<file path="src/rtl/usbh_cmd_status.sv">
module usbh_cmd_status #(
  parameter int FN_W  = 11,
  parameter int IDX_W = 10,
  parameter int DW    = 16
) (
  input  logic             clk,
  input  logic             rst_n,
  input  logic             reg_wr,
  input  logic [1:0]       reg_sel,
  input  logic [DW-1:0]    reg_wdata,
  output logic [DW-1:0]    reg_rdata,
  input  logic             frame_tick,
  input  logic [1:0]       cause_set,
  input  logic             conn_evt,
  output logic             irq_o,
  output logic             run_o,
  output logic             halted_o,
  output logic [FN_W-1:0]  frame_o,
  output logic [IDX_W-1:0] fl_index_o,
  output logic             ctl_rst_o,
  output logic             port_rst_o
);
  localparam logic [1:0] SEL_CMD = 2'd0;
  localparam logic [1:0] SEL_STS = 2'd1;
  localparam logic [1:0] SEL_IE  = 2'd2;
  localparam logic [1:0] SEL_FN  = 2'd3;

  logic            run_q, susp_q, fgr_q, halted_q, usbint_q, rd_q;
  logic [1:0]      cause_q, pend_q, cause_kept;
  logic [2:0]      ie_q;
  logic [FN_W-1:0] fn_q;
  logic            ctl_rst_q, port_rst_q;

  wire cmd_wr    = reg_wr && (reg_sel == SEL_CMD);
  wire sts_wr    = reg_wr && (reg_sel == SEL_STS);
  wire ie_wr     = reg_wr && (reg_sel == SEL_IE);
  wire glob_res  = cmd_wr && reg_wdata[2];
  wire any_res   = cmd_wr && (reg_wdata[1] || reg_wdata[2]);
  wire post      = frame_tick && run_q;
  wire stop_tick = frame_tick && !run_q;
  wire clr_int   = sts_wr && reg_wdata[0];
  wire clr_rd    = sts_wr && reg_wdata[1];

  assign cause_kept = clr_int ? 2'b00 : cause_q;

  always_ff @(posedge clk or negedge rst_n) begin
    if (!rst_n) begin
      run_q <= 1'b0; susp_q <= 1'b0; fgr_q <= 1'b0; halted_q <= 1'b1;
      usbint_q <= 1'b0; rd_q <= 1'b0; cause_q <= '0; pend_q <= '0;
      ie_q <= '0; fn_q <= '0; ctl_rst_q <= 1'b0; port_rst_q <= 1'b0;
    end else begin
      ctl_rst_q  <= any_res;
      port_rst_q <= glob_res;
      if (any_res) begin
        run_q <= 1'b0; susp_q <= 1'b0; fgr_q <= 1'b0; halted_q <= 1'b1;
        usbint_q <= 1'b0; rd_q <= 1'b0; cause_q <= '0; pend_q <= '0;
        ie_q <= '0; fn_q <= '0;
      end else begin
        if (stop_tick) halted_q <= 1'b1;
        if (cmd_wr) begin
          run_q  <= reg_wdata[0];
          susp_q <= reg_wdata[3];
          fgr_q  <= reg_wdata[4];
          if (reg_wdata[0] && !run_q) halted_q <= 1'b0;
          else if (!reg_wdata[0])     halted_q <= 1'b1;
        end
        if (ie_wr) ie_q <= reg_wdata[2:0];
        if (post) begin
          fn_q   <= fn_q + 1'b1;
          pend_q <= cause_set;
        end else begin
          pend_q <= pend_q | cause_set;
        end
        if (post && (pend_q != 2'b00)) begin
          usbint_q <= 1'b1;
          cause_q  <= cause_kept | pend_q;
        end else begin
          if (clr_int) usbint_q <= 1'b0;
          cause_q <= cause_kept;
        end
        if (conn_evt && susp_q) begin
          rd_q  <= 1'b1;
          fgr_q <= 1'b1;
        end else if (clr_rd) begin
          rd_q <= 1'b0;
        end
      end
    end
  end

  always_comb begin
    case (reg_sel)
      SEL_CMD: reg_rdata = {{(DW-5){1'b0}}, fgr_q, susp_q, 2'b00, run_q};
      SEL_STS: reg_rdata = {{(DW-5){1'b0}}, cause_q, halted_q, rd_q, usbint_q};
      SEL_IE:  reg_rdata = {{(DW-3){1'b0}}, ie_q};
      default: reg_rdata = {{(DW-FN_W){1'b0}}, fn_q};
    endcase
  end

  assign irq_o      = (rd_q & ie_q[0]) | (usbint_q & |(cause_q & ie_q[2:1]));
  assign run_o      = run_q;
  assign halted_o   = halted_q;
  assign frame_o    = fn_q;
  assign fl_index_o = fn_q[IDX_W-1:0];
  assign ctl_rst_o  = ctl_rst_q;
  assign port_rst_o = port_rst_q;
endmodule

</file>
<file path="config.mk">
export PLATFORM = sky130hd
export DESIGN_NAME = usbh_cmd_status
export DESIGN_NICKNAME = d
export VERILOG_FILES = /design/src/rtl/usbh_cmd_status.sv
export SDC_FILE = /design/constraint.sdc
export NUM_CORES = 1
export LEC_CHECK = 0
export BUFFER_PORTS_ARGS = -buffer_cell sky130_fd_sc_hd__buf_2
export CORE_ASPECT_RATIO = 1.25
export CORE_MARGIN = 4
export CORE_UTILIZATION = 47
export CTS_CLUSTER_DIAMETER = 50
export DETAILED_ROUTE_END_ITERATION = 8
export GPL_ROUTABILITY_DRIVEN = 0
export PLACE_DENSITY = 0.79
export SETUP_SLACK_MARGIN = 0.4
export SLEW_MARGIN = 20
export SYNTH_ARGS = -nofsm -noshare
export SYNTH_HDL_FRONTEND = slang
export SYNTH_SLANG_ARGS = --single-unit
</file>
<file path="constraint.sdc">
create_clock -name clk -period 1.9 [get_ports clk]
set_input_delay 0.38 -clock clk [delete_from_list [all_inputs] [get_ports clk]]
set_output_delay 0.38 -clock clk [all_outputs]
set_load 0.01 [all_outputs]
</file>
==> results.sh <==
export IMPL_clock_path_buffers=2
export IMPL_hold_viol=0
export IMPL_power_switching_uw=616
export IMPL_holdBufCountCts=0
export IMPL_path_delay_family="multiplexers"
export IMPL_ys_ff_latch=26
export IMPL_netlist_instances=162
export IMPL_antenna_found_initial=0
export IMPL_seq_area_frac_synth_pct=41.4
export IMPL_numCtsBuffers=3
export IMPL_cts_sinks=26
export IMPL_finalWirelength_mm=4.14
export IMPL_grt_pass1_vias=1278
export IMPL_tritoncts="yes"
export IMPL_synth_area_leaders="dfrtp_1 40%, buf_4 7.6%, mux2i_1 4.4%"
export IMPL_clk_pin_slew_ps=100
export IMPL_setup_violations=0
export IMPL_syn_area_per_cell_um2=9.72
export IMPL_globalRoute_totalOverflow=0
export IMPL_fin_area_um2=2100
export IMPL_clkLatencyLatePin_ps=270
export IMPL_required_ps=1520
export IMPL_fmax_mhz=588
export IMPL_dpl_instance_area_um2=1740
export IMPL_clock_power_share_pct=23.9
export IMPL_finalCritPeriodShare_pct=89.5
export IMPL_yosysTopAreaCell="dfrtp_1"
export IMPL_layout_drive_gt1_share_pct=47.7
export IMPL_num_antenna_cells=0
export IMPL_avgRoutedWirePerCell_um=16.0
export IMPL_cpPeakStageDelay_ps=480
export IMPL_sw_frac_of_total_pct=31.8
export IMPL_hpwl_mm=2.54
export IMPL_fin_skew_ps=9.13
export IMPL_p_leak_uw=0.00106
export IMPL_reg2reg_slack_ps=250
export IMPL_die_h_um=72.7
export IMPL_combPwrFrac_pct=38.1
export IMPL_ir_drop_mv=0.828
export IMPL_nFillCells=266
export IMPL_coreArea_um2=3220
export IMPL_ios=67
export IMPL_initialDrtViolationCount=92
export IMPL_drc=0
export IMPL_gr_usage_all_layers_pct=17.6
export IMPL_synth_top_area_share_pct=39.7
export IMPL_fp_row_count=23
export IMPL_hold_class="primary input to async pin"
export IMPL_cap_violations=0
export IMPL_syn_to_final_growth_pct=33.3
export IMPL_synth_distinct_cells=38
export IMPL_seqCellArea_um2=659
export IMPL_power_frac_seq_pct=38.0
export IMPL_crit_fanout=2
export IMPL_io_buffer_count=50
export IMPL_p_int_uw=1320
export IMPL_die_x_um=59.8
export IMPL_rsz0062_at_grt="true"
export IMPL_path_cells="mux4_2, buf_6"
export IMPL_ant_nets=0
export IMPL_slew_viol_final=0
export IMPL_nets=249
export IMPL_crit_buf_inv=1
export IMPL_die_area_um2=4350
export IMPL_tightestPinTransition_ps=587
export IMPL_setup_tns_ps=0
export IMPL_vias_per_cell=5.69
export IMPL_via_count=1474
export IMPL_dp_worst_setup_slack_ps=241
export IMPL_grt_max_degree=27
export IMPL_multi_input_area_um2=812
export IMPL_power_density_nw_per_um2=922
export IMPL_cp_slowest_cell="mux4_2"
export IMPL_layout_common_cells="47 x buf_2, 19 x dfrtp_1, 18 x buf_4"
export IMPL_worstSetupStartpointType="flip-flop"
export IMPL_timing_final_ws_setup_ps=200
export IMPL_maxSlewHeadroom_pct=60.8
export IMPL_syn_area_um2=1580
export IMPL_h_tree_depth=1
export IMPL_final_cells=259
export IMPL_clockRootBuffer="clkbuf_8"
export IMPL_crit_arrival_ps=1320
export IMPL_dpl_cell_count=236
export IMPL_endpoint_kind="primary output"
export IMPL_holdWs_ps=96.4
export IMPL_drt_pass1_iter_count=5
export IMPL_grt_pass1_wl_mm=6.02
export IMPL_initial_core_util_pct=48.9
export IMPL_layout_commonest_cell="buf_2"
export IMPL_critPathKind="flip-flop to primary output"
export IMPL_yosysWarnings=0
export IMPL_status="completed"
export IMPL_period_needed_ps=1700
kinds of logic after synthesis:
logic type / share of synthesized area, %
xor+xnor: 1.11
fa+ha+maj: 0.794
simple gates: 20.8
flops: 41.4
buf+inv: 13.4
mux: 6.12
compound gates: 16.1
other cells: 0.238
layout make-up:
cell class | instances | area share (%)
repair buffers | 75 | 23.4
flip-flops and latches | 26 | 31.4
inverters | 5 | 0.894
clock inverters | 1 | 1.43
well taps | 37 | 2.21
multi-input cells | 112 | 38.7
clock buffers | 3 | 1.97
path summary, 6_finish.rpt:
check	start	depth (start not counted)	end
max	frame_o[0]	2	reg_rdata[0]
min	rst_n	1	frame_o[8]
max reg2reg	frame_o[0]	7	frame_o[7]
min reg2reg	fgr_q	2	fgr_q
max in group asynchronous	rst_n	1	frame_o[4]
min in group clk	cause_set[1]	3	pend_q[1]
power groups by stage:
stage               combinational, uW  sequential (uW)  clock [uW]
finish                            738              735         463
CTS                               578              733         467
detailed placement                390              778           0
global route                      799              746         486
global placement                  385              777           0
floorplan                         282              761           0
registers in the layout, summed over array words and instances, names as in the netlist:
name        cells
pend_q          2
port_rst_o      1
susp_q          1
halted_o        1
usbint_q        1
cause_q         2
ctl_rst_o       1
rd_q            1
fgr_q           1
ie_q            3
run_o           1
frame_o        11
worst register-to-register path, stage by stage, from the launching register on:
cell,delay (ps)
dfrtp_2,390
buf_4,110
buf_6,80
buf_6,120
buf_6,100
nand4_4,130
or4_4,540
a21oi_2,120
Yosys cell counts (all sizes together):
cell type and number:
or4 4, dfrtp 25, o311ai 1, a32oi 2
nor4 2, dfstp 1, and3b 1, o31ai 4
a21oi 12, o21bai 2, xor2 2, conb 1
o211ai 1, a22o 4, mux4 1, o21ai 13
or3 2, and3 6, nand4b 2, nand3 6
buf 21, clkbuf 2, o21a 1, a21o 1
nor2b 1, nand2 16, inv 5, mux2i 7
nand4 2, or3b 1, nor2 12, ha 1
per-layer routing:
layer / GRT usage (%) / vias up / routed length [um]
li1: - / 685 / -
met1: 23.7 / 695 / 1660
met2: 29.0 / 76 / 2020
met3: 3.36 / 18 / 341
met4: 3.94 / 0 / 124
met5: 0 / - / 0
through the flow:
step / utilization [%] / total power, uW
after floorplan: - / 1040
after global placement: 53.9 / 1160
after detailed placement: 53.9 / 1170
after CTS: 60.1 / 1780
after global routing: 65.1 / 2030
final: 65.1 / 1940
timing repair:
item	in CTS	in global routing
buffers inserted	13	6
setup endpoints to repair	8	17
pin swaps	4	9
gates resized for setup	11	26
(Power assumes the default switching activity.)
